`config.mk`:
```
export PLATFORM = sky130hd
export DESIGN_NAME = cmd_mailbox
export DESIGN_NICKNAME = d
export VERILOG_FILES = /design/src/rtl/mbx_pkg.sv /design/src/rtl/mbx_wbuf.sv /design/src/rtl/mbx_rbuf.sv /design/src/rtl/mbx_ctrl.sv /design/src/rtl/cmd_mailbox.sv
export SDC_FILE = /design/constraint.sdc
export NUM_CORES = 1
export LEC_CHECK = 0
export ABC_AREA = 0
export BUFFER_PORTS_ARGS = -buffer_cell sky130_fd_sc_hd__buf_2
export CELL_PAD_IN_SITES_DETAIL_PLACEMENT = 0
export CELL_PAD_IN_SITES_GLOBAL_PLACEMENT = 1
export CORE_UTILIZATION = 48
export DETAILED_ROUTE_END_ITERATION = 10
export PLACE_DENSITY_LB_ADDON = 0.1
export SYNTH_ARGS = -nofsm -noshare
export SYNTH_HDL_FRONTEND = slang
export SYNTH_SLANG_ARGS = --single-unit
```
`constraint.sdc`:
```
create_clock -name clk -period 2.5 [get_ports clk]
set_input_delay 0.5 -clock clk [delete_from_list [all_inputs] [get_ports clk]]
set_output_delay 0.5 -clock clk [all_outputs]
set_load 0.01 [all_outputs]
```
`src/rtl/mbx_pkg.sv`:
```
package mbx_pkg;

  localparam int unsigned MBX_AW = 8;

  localparam logic [7:0] OFS_CMD  = 8'h00;
  localparam logic [7:0] OFS_STAT = 8'h04;
  localparam logic [7:0] OFS_SRC  = 8'h08;
  localparam logic [7:0] OFS_DST  = 8'h0C;
  localparam logic [7:0] OFS_WBUF = 8'h80;
  localparam logic [7:0] OFS_RBUF = 8'h90;

  typedef struct packed {
    logic [7:0] rsvd_hi;
    logic [7:0] size;
    logic [3:0] sub;
    logic [2:0] rsvd_lo;
    logic       irq_req;
    logic [7:0] code;
  } mbx_cmd_t;

  function automatic logic [31:0] mbx_pack_status(input logic busy, input logic [7:0] code,
                                                  input logic irqf, input logic [3:0] cid,
                                                  input logic ovr);
    logic [31:0] w;
    w        = '0;
    w[0]     = busy;
    w[1]     = |code;
    w[2]     = irqf;
    w[11:8]  = cid;
    w[23:16] = code;
    w[24]    = ovr;
    return w;
  endfunction

  function automatic logic mbx_in_window(input logic [7:0] a, input logic [7:0] base,
                                         input int unsigned words);
    return (int'(a) >= int'(base)) && (int'(a) < int'(base) + 4 * int'(words)) &&
           (a[1:0] == 2'b00);
  endfunction

  function automatic int unsigned mbx_word_idx(input logic [7:0] a, input logic [7:0] base);
    return (int'(a) - int'(base)) >> 2;
  endfunction

endpackage

```
`src/rtl/mbx_wbuf.sv`:
```
module mbx_wbuf #(
  parameter int unsigned BUF_WORDS = 4,
  localparam int unsigned BUF_W = BUF_WORDS * 32,
  localparam int unsigned IDX_W = (BUF_WORDS > 1) ? $clog2(BUF_WORDS) : 1
) (
  input  logic             clk,
  input  logic             rst_n,
  input  logic             wr_en,
  input  logic [IDX_W-1:0] wr_idx,
  input  logic [31:0]      wr_data,
  input  logic [IDX_W-1:0] rd_idx,
  output logic [31:0]      rd_word,
  input  logic [7:0]       mask_size,
  output logic [BUF_W-1:0] payload_o
);

  logic [31:0] words [BUF_WORDS];

  for (genvar w = 0; w < BUF_WORDS; w++) begin : g_word
    always_ff @(posedge clk or negedge rst_n) begin
      if (!rst_n)                                  words[w] <= '0;
      else if (wr_en && (wr_idx == IDX_W'(w)))     words[w] <= wr_data;
    end
    for (genvar b = 0; b < 4; b++) begin : g_byte
      assign payload_o[w*32 + b*8 +: 8] =
        (8'(w*4 + b) < mask_size) ? words[w][b*8 +: 8] : 8'h00;
    end
  end

  assign rd_word = words[rd_idx];

endmodule

```
`src/rtl/mbx_rbuf.sv`:
```
module mbx_rbuf #(
  parameter int unsigned BUF_WORDS = 4,
  localparam int unsigned BUF_W = BUF_WORDS * 32,
  localparam int unsigned IDX_W = (BUF_WORDS > 1) ? $clog2(BUF_WORDS) : 1
) (
  input  logic             clk,
  input  logic             rst_n,
  input  logic             load,
  input  logic [BUF_W-1:0] resp,
  input  logic [IDX_W-1:0] rd_idx,
  output logic [31:0]      rd_word
);

  logic [31:0] words [BUF_WORDS];

  for (genvar w = 0; w < BUF_WORDS; w++) begin : g_word
    always_ff @(posedge clk or negedge rst_n) begin
      if (!rst_n)    words[w] <= '0;
      else if (load) words[w] <= resp[w*32 +: 32];
    end
  end

  assign rd_word = words[rd_idx];

endmodule

```
`src/rtl/mbx_ctrl.sv`:
```
module mbx_ctrl
  import mbx_pkg::*;
(
  input  logic        clk,
  input  logic        rst_n,
  input  logic        cmd_wr,
  input  logic        stat_wr,
  input  logic [31:0] wdata,
  input  logic        done,
  input  logic [7:0]  done_code,
  output logic        accept,
  output logic        finish,
  output logic        start,
  output logic        irq,
  output mbx_cmd_t    cmd_q,
  output logic [31:0] status_word
);

  logic       busy;
  logic       ie_q;
  logic       irqf;
  logic       ovr;
  logic [7:0] code_q;
  logic       reject;
  logic       irq_clear;
  mbx_cmd_t   cmd_in;

  assign cmd_in    = mbx_cmd_t'(wdata);
  assign accept    = cmd_wr && !busy;
  assign reject    = cmd_wr && busy;
  assign finish    = done && busy;
  assign irq_clear = stat_wr && wdata[2];

  always_ff @(posedge clk or negedge rst_n) begin
    if (!rst_n) begin
      busy   <= 1'b0;
      start  <= 1'b0;
      ie_q   <= 1'b0;
      irqf   <= 1'b0;
      ovr    <= 1'b0;
      code_q <= '0;
      cmd_q  <= '0;
    end else begin
      start <= accept;
      if (accept) begin
        busy   <= 1'b1;
        cmd_q  <= cmd_in;
        ie_q   <= cmd_in.irq_req;
        code_q <= '0;
      end
      if (reject) ovr <= 1'b1;
      if (irq_clear) irqf <= 1'b0;
      if (finish) begin
        busy   <= 1'b0;
        code_q <= done_code;
        if (ie_q) irqf <= 1'b1;
      end
    end
  end

  assign irq         = irqf;
  assign status_word = mbx_pack_status(busy, code_q, irqf, cmd_q.sub, ovr);

  AST_START_WITH_BUSY: assert property (@(posedge clk) disable iff (!rst_n)
    start |-> busy);
  AST_START_ONE_CYCLE: assert property (@(posedge clk) disable iff (!rst_n)
    start |=> !start);
  AST_REJECT_KEEPS_CMD: assert property (@(posedge clk) disable iff (!rst_n)
    reject |=> ($stable(cmd_q) && ovr && !start));
  AST_OVR_STICKY: assert property (@(posedge clk) disable iff (!rst_n)
    ovr |=> ovr);
  AST_DONE_CLEARS_BUSY: assert property (@(posedge clk) disable iff (!rst_n)
    finish |=> !busy);
  AST_IRQ_HOLDS: assert property (@(posedge clk) disable iff (!rst_n)
    (irq && !irq_clear) |=> irq);
  AST_IRQ_CAUSE: assert property (@(posedge clk) disable iff (!rst_n)
    $rose(irq) |-> $past(finish));

endmodule

```
`src/rtl/cmd_mailbox.sv`:
```
module cmd_mailbox
  import mbx_pkg::*;
#(
  parameter int unsigned BUF_WORDS = 4,
  localparam int unsigned BUF_W = BUF_WORDS * 32,
  localparam int unsigned IDX_W = (BUF_WORDS > 1) ? $clog2(BUF_WORDS) : 1
) (
  input  logic             clk,
  input  logic             rst_n,
  input  logic             bus_wr,
  input  logic             bus_rd,
  input  logic [7:0]       bus_addr,
  input  logic [31:0]      bus_wdata,
  output logic [31:0]      bus_rdata,
  output logic             host_irq,
  output logic             ctl_start,
  output logic [7:0]       ctl_code,
  output logic [3:0]       ctl_sub,
  output logic [7:0]       ctl_size,
  output logic [31:0]      ctl_src_ptr,
  output logic [31:0]      ctl_dst_ptr,
  output logic [BUF_W-1:0] ctl_payload,
  input  logic             ctl_done,
  input  logic [7:0]       ctl_err_code,
  input  logic [BUF_W-1:0] ctl_resp
);

  logic             hit_cmd, hit_stat, hit_src, hit_dst, hit_wbuf, hit_rbuf;
  logic [IDX_W-1:0] wbuf_idx, rbuf_idx;
  logic [31:0]      wbuf_word, rbuf_word, status_word;
  logic [31:0]      src_q, dst_q;
  logic [BUF_W-1:0] payload_masked;
  logic             accept, finish;
  mbx_cmd_t         cmd_q, cmd_in;

  assign cmd_in   = mbx_cmd_t'(bus_wdata);
  assign hit_cmd  = (bus_addr == OFS_CMD);
  assign hit_stat = (bus_addr == OFS_STAT);
  assign hit_src  = (bus_addr == OFS_SRC);
  assign hit_dst  = (bus_addr == OFS_DST);
  assign hit_wbuf = mbx_in_window(bus_addr, OFS_WBUF, BUF_WORDS);
  assign hit_rbuf = mbx_in_window(bus_addr, OFS_RBUF, BUF_WORDS);
  assign wbuf_idx = IDX_W'(mbx_word_idx(bus_addr, OFS_WBUF));
  assign rbuf_idx = IDX_W'(mbx_word_idx(bus_addr, OFS_RBUF));

  mbx_ctrl u_ctrl (
    .clk        (clk),
    .rst_n      (rst_n),
    .cmd_wr     (bus_wr && hit_cmd),
    .stat_wr    (bus_wr && hit_stat),
    .wdata      (bus_wdata),
    .done       (ctl_done),
    .done_code  (ctl_err_code),
    .accept     (accept),
    .finish     (finish),
    .start      (ctl_start),
    .irq        (host_irq),
    .cmd_q      (cmd_q),
    .status_word(status_word)
  );

  mbx_wbuf #(.BUF_WORDS(BUF_WORDS)) u_wbuf (
    .clk      (clk),
    .rst_n    (rst_n),
    .wr_en    (bus_wr && hit_wbuf),
    .wr_idx   (wbuf_idx),
    .wr_data  (bus_wdata),
    .rd_idx   (wbuf_idx),
    .rd_word  (wbuf_word),
    .mask_size(cmd_in.size),
    .payload_o(payload_masked)
  );

  mbx_rbuf #(.BUF_WORDS(BUF_WORDS)) u_rbuf (
    .clk    (clk),
    .rst_n  (rst_n),
    .load   (finish),
    .resp   (ctl_resp),
    .rd_idx (rbuf_idx),
    .rd_word(rbuf_word)
  );

  always_ff @(posedge clk or negedge rst_n) begin
    if (!rst_n) begin
      src_q <= '0;
      dst_q <= '0;
    end else if (bus_wr) begin
      if (hit_src) src_q <= bus_wdata;
      if (hit_dst) dst_q <= bus_wdata;
    end
  end

  always_ff @(posedge clk or negedge rst_n) begin
    if (!rst_n) begin
      ctl_src_ptr <= '0;
      ctl_dst_ptr <= '0;
      ctl_payload <= '0;
    end else if (accept) begin
      ctl_src_ptr <= src_q;
      ctl_dst_ptr <= dst_q;
      ctl_payload <= payload_masked;
    end
  end

  assign ctl_code = cmd_q.code;
  assign ctl_sub  = cmd_q.sub;
  assign ctl_size = cmd_q.size;

  always_ff @(posedge clk or negedge rst_n) begin
    if (!rst_n)      bus_rdata <= '0;
    else if (bus_rd) begin
      if (hit_cmd)       bus_rdata <= 32'(cmd_q);
      else if (hit_stat) bus_rdata <= status_word;
      else if (hit_src)  bus_rdata <= src_q;
      else if (hit_dst)  bus_rdata <= dst_q;
      else if (hit_wbuf) bus_rdata <= wbuf_word;
      else if (hit_rbuf) bus_rdata <= rbuf_word;
      else               bus_rdata <= '0;
    end
  end

  AST_PTR_SNAPSHOT: assert property (@(posedge clk) disable iff (!rst_n)
    accept |=> (ctl_src_ptr == $past(src_q) && ctl_dst_ptr == $past(dst_q)));
  AST_FIELDS_HOLD: assert property (@(posedge clk) disable iff (!rst_n)
    !accept |=> ($stable(ctl_payload) && $stable(ctl_code)));

endmodule

```
-- After elaboration in Yosys (flattened, before gate mapping)
Index checks and enable logic that the tools add are counted.
- register bits after elaboration: 588
- bits of input ports: 181
- bitwise logic cells: 2
- add/subtract/negate cells: 2
- mux-type cells: 35
- reductions and logical operators: 23
- equal/unequal tests: 6
- magnitude comparators: 22
- operators with widths (operator ; number):
    $mux W32 ; 10
    $mux W8 ; 18
    $bmux W32 S2 ; 2
    $lt A4 B8 Y1 const A ; 8
    $lt A3 B8 Y1 const A ; 4
    $eq A8 B4 Y1 const B ; 2
    $ge A8 B8 Y1 const B ; 2
    $lt A1 B8 Y1 const A ; 2
    $lt A2 B8 Y1 const A ; 2
    $lt A8 B8 Y1 const B ; 2
    $logic_and A1 B1 Y1 ; 15
    $eq A8 B3 Y1 const B ; 1
    $logic_not A8 Y1 ; 1
    $reduce_or A8 Y1 ; 1
    $sub A4 B1 Y4 const B ; 2
    $ge A3 B3 Y1 const B ; 2
    $not A2 Y3 ; 2
    $mux W1 ; 5
    $eq A2 B2 Y1 const B ; 2
    $logic_not A2 Y1 ; 2
    $reduce_and A2 Y1 ; 2
    $eq A2 B1 Y1 const B ; 1
    $reduce_bool A2 Y1 ; 1
    $logic_not A1 Y1 ; 1

-- Depth between registers and ports, before layout
- depth in word-level cells: 11
- mapped depth: 9
- gate-level depth less buffers: 5

-- Hierarchy
A second synthesis with hierarchy kept.
- cells, all modules: 1889
- area, all modules: 26900.8 um^2
- modules (own cells, without submodules) (module ; times used ; area each (um^2) ; cells an instance):
    cmd_mailbox ; 1 ; 12629.6 ; 945
    mbx_wbuf ; 1 ; 6745.2 ; 510
    mbx_rbuf ; 1 ; 5556.6 ; 309
    mbx_ctrl ; 1 ; 1969.4 ; 125

-- Worst setup path before layout
Ideal clock, no wire load.
- path kind: input-to-reg
- start point: input bus_addr[2]
- end point: register bus_rdata[0]
- arrival time: 2.041 ns
- data required time: 2.369 ns
- stages on the path: 6
- setup slack: 0.328 ns
- buffers on the path: 3
- cells stage by stage: buf_2 > buf_4 > buf_2 > mux4_2 > a221oi_1 > a31oi_1
- word-level cells in the longest chain between the ends: 11
- ends and longest elaborated chain (item ; line ; RTL):
    start: declaration ; cmd_mailbox.sv:12 ; input logic [7:0] bus_addr,
    $sub A4 B1 Y4 ; mbx_pkg.sv:42 ; return (int'(a) - int'(base)) >> 2;
    $not A2 Y3 (implied by the code) ; mbx_wbuf.sv:30, mbx_rbuf.sv:23 ;
    $bmux W32 S2 ; mbx_rbuf.sv:23 ; assign rd_word = words[rd_idx];
    $mux W32 (implied by the code) (2 in a row) ; mbx_rbuf.sv:23 ;
    $mux W32 ; cmd_mailbox.sv:117 ; else if (hit_rbuf) bus_rdata <= rbuf_word;
    $mux W32 ; cmd_mailbox.sv:116 ; else if (hit_wbuf) bus_rdata <= wbuf_word;
    $mux W32 ; cmd_mailbox.sv:115 ; else if (hit_dst) bus_rdata <= dst_q;
    $mux W32 ; cmd_mailbox.sv:114 ; else if (hit_src) bus_rdata <= src_q;
    $mux W32 ; cmd_mailbox.sv:113 ; else if (hit_stat) bus_rdata <= status_word;
    $mux W32 * ; cmd_mailbox.sv:112 ; if (hit_cmd) bus_rdata <= 32'(cmd_q);
    end signal: assignment ; cmd_mailbox.sv:112 ;
    end signal: assignment ; cmd_mailbox.sv:113 ;
    end signal: assignment ; cmd_mailbox.sv:114 ;
    end: declaration ; cmd_mailbox.sv:14 ; output logic [31:0] bus_rdata,
Mark *: on every way between the ends. The rest lies on a longest branch, timed or not. The select of a mux whose other input is x is not followed.
A chain may end at the register's enable or synchronous reset.

-- Worst setup path in the final report
- start point: register, netlist name u_ctrl.cmd_q[13]
- end point: output ctl_sub[1]
- RTL lines (item ; line ; RTL):
    end: declaration ; cmd_mailbox.sv:18 ; output logic [3:0] ctl_sub,
No word-level cell between the ends.

==> impl_metrics.json <==
{
  "most_common_cell_after_layout_fill_and_taps_aside": "nand2_1",
  "synthDistinctLibCells": 45,
  "die_h_um": 230,
  "transition_time_at_the_pin_with_the_least_slew_margin_ps": 948,
  "setup_total_negative_slack_ps": 0,
  "fin_crit_ps": 1910,
  "async_set_or_reset_register_ratio_after_synthesis_pct": 100,
  "postCtsSetupRepairBufs": 0,
  "worstSetupPathType": "reg2out",
  "seq_area_frac_synth_pct": 58.7,
  "yosys.area.top_type": "dfrtp_1",
  "timing.final.setup_violations": 0,
  "worst-r2r-cell-count": 7,
  "crit_path_max_incr_delay_ps": 590,
  "core_region_area_mm2": 0.0514,
  "synth.top_cells.by_area": "dfrtp_1, nand2_1, mux2_2",
  "final_wtd_congestion": 0.855,
  "critPathRequiredTime_ps": 2000,
  "postCtsResizedCells": 0,
  "critPathArrivalTime_ps": 1410,
  "timing.critical_path.buf_inv": 1,
  "cp_capture_point": "ctl_sub[1]",
  "num_io_pins": 427,
  "cts_tree": "built",
  "cp_cell_sequence": "buf_2",
  "clk_latency_ps": 620,
  "crit_path_top_delay_cell": "dfrtp_1",
  "drt.antenna.violating_nets": 0,
  "drt-initial-drc-count": 1725,
  "timing.hold.worst.class": "in2reg",
  "grt_pass1_wl_mm": 120,
  "grt_pass1_vias": 19300,
  "clock.fmax_mhz": 522,
  "crit_path_setup_slack_layout_ps": 586,
  "globalRoute.totalOverflow": 0,
  "post_route_cells_drive_above_1_share_pct": 33.1,
  "area.growth.synth_to_final_pct": 22.0,
  "count_of_buffers_inserted_at_the_top_level_ports": 426,
  "synth_enable_flop_cells": 0,
  "synth-seq-cells": 588,
  "die_width_um": 230,
  "nNetsFinal": 2855,
  "die-area_mm2": 0.0531,
  "detailedPlace.worstSlack_ps": 116,
  "power-per-cell-area_mw_per_mm2": 699,
  "cts-hold-fix-buffers": 1,
  "routed_via_density": 5.61,
  "finClkSkew_ps": 11.4,
  "netlist_instances": 2245,
  "cts_root_buffer": "clkbuf_16",
  "drc": 0,
  "place_hpwl_mm": 57.6,
  "worstReg2RegEnd": "ctl_dst_ptr[16]",
  "cp-start-kind": "register",
  "max_slew_margin_pct": 36.7,
  "postRouteWirelength_mm": 79.1,
  "end_kind": "primary output",
  "postSynth.topFlopCell": "dfrtp_1",
  "tritoncts_num_sinks": 588,
  "grt.total_usage_pct": 30.2,
  "synth_warnings": 0,
  "grt_setup_unrepaired": "no",
  "vdd.ir_drop.worst_mv": 0.587,
  "family_of_cells_with_the_greatest_summed_delay_on_the_critical_path": "flip-flops",
  "maxCapViolations": 0,
  "status": "complete, no violations",
  "clk_transition_reported_paths_ps": 60,
  "wl_per_cell_um": 23.2,
  "num_vias": 19100,
  "grt_antenna_before_repair": 8,
  "worstSetupPathDepth": 1,
  "critPathMaxFanout": 4,
  "grt_start_max_net_pins": 98,
  "cellLeakagePower_uw": 0.0165,
  "synth.net_count": 2426,
  "dr.pass1.iters": 7,
  "layout_common_cells": "nand2_1, dfrtp_1, buf_2, mux2_2, buf_4",
  "syn-cell-area_mm2": 0.0251,
  "synthDominantCellAreaShare_pct": 58.7,
  "cts-buffers-inserted": 60,
  "htreeDepth": 2,
  "final_number_of_max_transition_violations": 0,
  "max-clock-path-buffers": 3,
  "hold_violations": 0,
  "critical_path.reg2reg.startpoint": "u_ctrl.busy",
  "timing.final.crit_share_pct": 76.6,
  "floorplan.initialDensity_pct": 48.7,
  "synthesis.area_per_instance_um2": 11.2,
  "fp-row-count": 83,
  "design_power_total_uw": 21400,
  "critical_path.startpoint": "u_ctrl.cmd_q[13]",
  "setup.reg_to_reg.worst_slack_ps": 600
}
## cells by family (layout without fill, tap and decap cells)
family | Yosys count | count (layout) | synth area share, %
DFF | 588 | 588 | 58.7
and+or+nand+nor | 931 | 931 | 14.8
other | 0 | 5 | 0
AOI/OAI and AO/OA | 243 | 243 | 7.10
muxes | 288 | 288 | 15.7
buffers and inverters | 195 | 670 | 3.70
## Yosys cell counts, drive strengths merged (12+ instances only)
cell type  number
a211oi         16
a21oi          12
a221oi         15
a22o           73
a31oi          14
and3           19
buf            94
clkbuf         81
dfrtp         588
inv            20
mux2          192
mux2i          32
mux4           64
nand2         820
nand3          65
o21ai          58
o22ai          14
o2bb2ai        33
## through the flow
| step | utilization [%] | instances | area [um2] | hold WS (ps) |
|---|---|---|---|---|
| after detailed placement | 55.3 | 3291 | 28400 | 448 |
| after global routing | 59.4 | 3402 | 30600 | 64.4 |
| final | 59.4 | 3405 | 30600 | 65.3 |
| after floorplan | - | 2245 | 25100 | 204 |
| after CTS | 59.4 | 3400 | 30500 | 44.2 |
| after global placement | 55.3 | 3291 | 28400 | 441 |
## where the power goes
part           total, uW  switching (uW)  internal, uW  leakage [uW]
Clock               9470            3730          5730       0.00104
Combinational       1620             921           699       0.00747
Sequential         10300             316          9970       0.00803
Total              21400            4970         16400        0.0165
## state kept, by name, indices dropped and copies added (netlist names)
signal / flops
ctl_src_ptr: 32
ctl_payload: 128
src_q: 32
bus_rdata: 32
u_ctrl.cmd_q: 32
u_ctrl.ovr: 1
u_ctrl.irq: 1
u_ctrl.busy: 1
u_wbuf.words: 128
u_ctrl.code_q: 8
u_rbuf.words: 128
ctl_dst_ptr: 32
dst_q: 32
u_ctrl.start: 1
## layout make-up
type / count / area, um2
flip-flops and latches: 588 / 14700
fillers: 4399 / 20800
diodes: 5 / 12.5
inverters: 20 / 77.6
clock inverters: 12 / 210
repair buffers: 542 / 3360
clock buffers: 96 / 1890
well taps: 680 / 851
multi-input cells: 1462 / 9450
## worst min-delay path by stage
stage | end | cells past startpoint | from
after floorplan | bus_rdata[0] | 0 | rst_n
after global placement | ctl_payload[103] | 1 | rst_n
after detailed placement | ctl_payload[100] | 1 | rst_n
after CTS | u_rbuf.words[72] | 3 | ctl_resp[40]
after global routing | u_rbuf.words[50] | 3 | ctl_resp[82]
final | u_rbuf.words[72] | 3 | ctl_resp[40]
## routing by layer
metal	GRT usage, %	part of all wire (%)	vias up
met5	0	0.057	-
met4	7.97	2.6	6
met3	4.69	6.4	118
met2	47.4	47	651
met1	43.9	44	9817
li1	-	-	8517
Note: power is estimated with default switching activity, not from simulation.
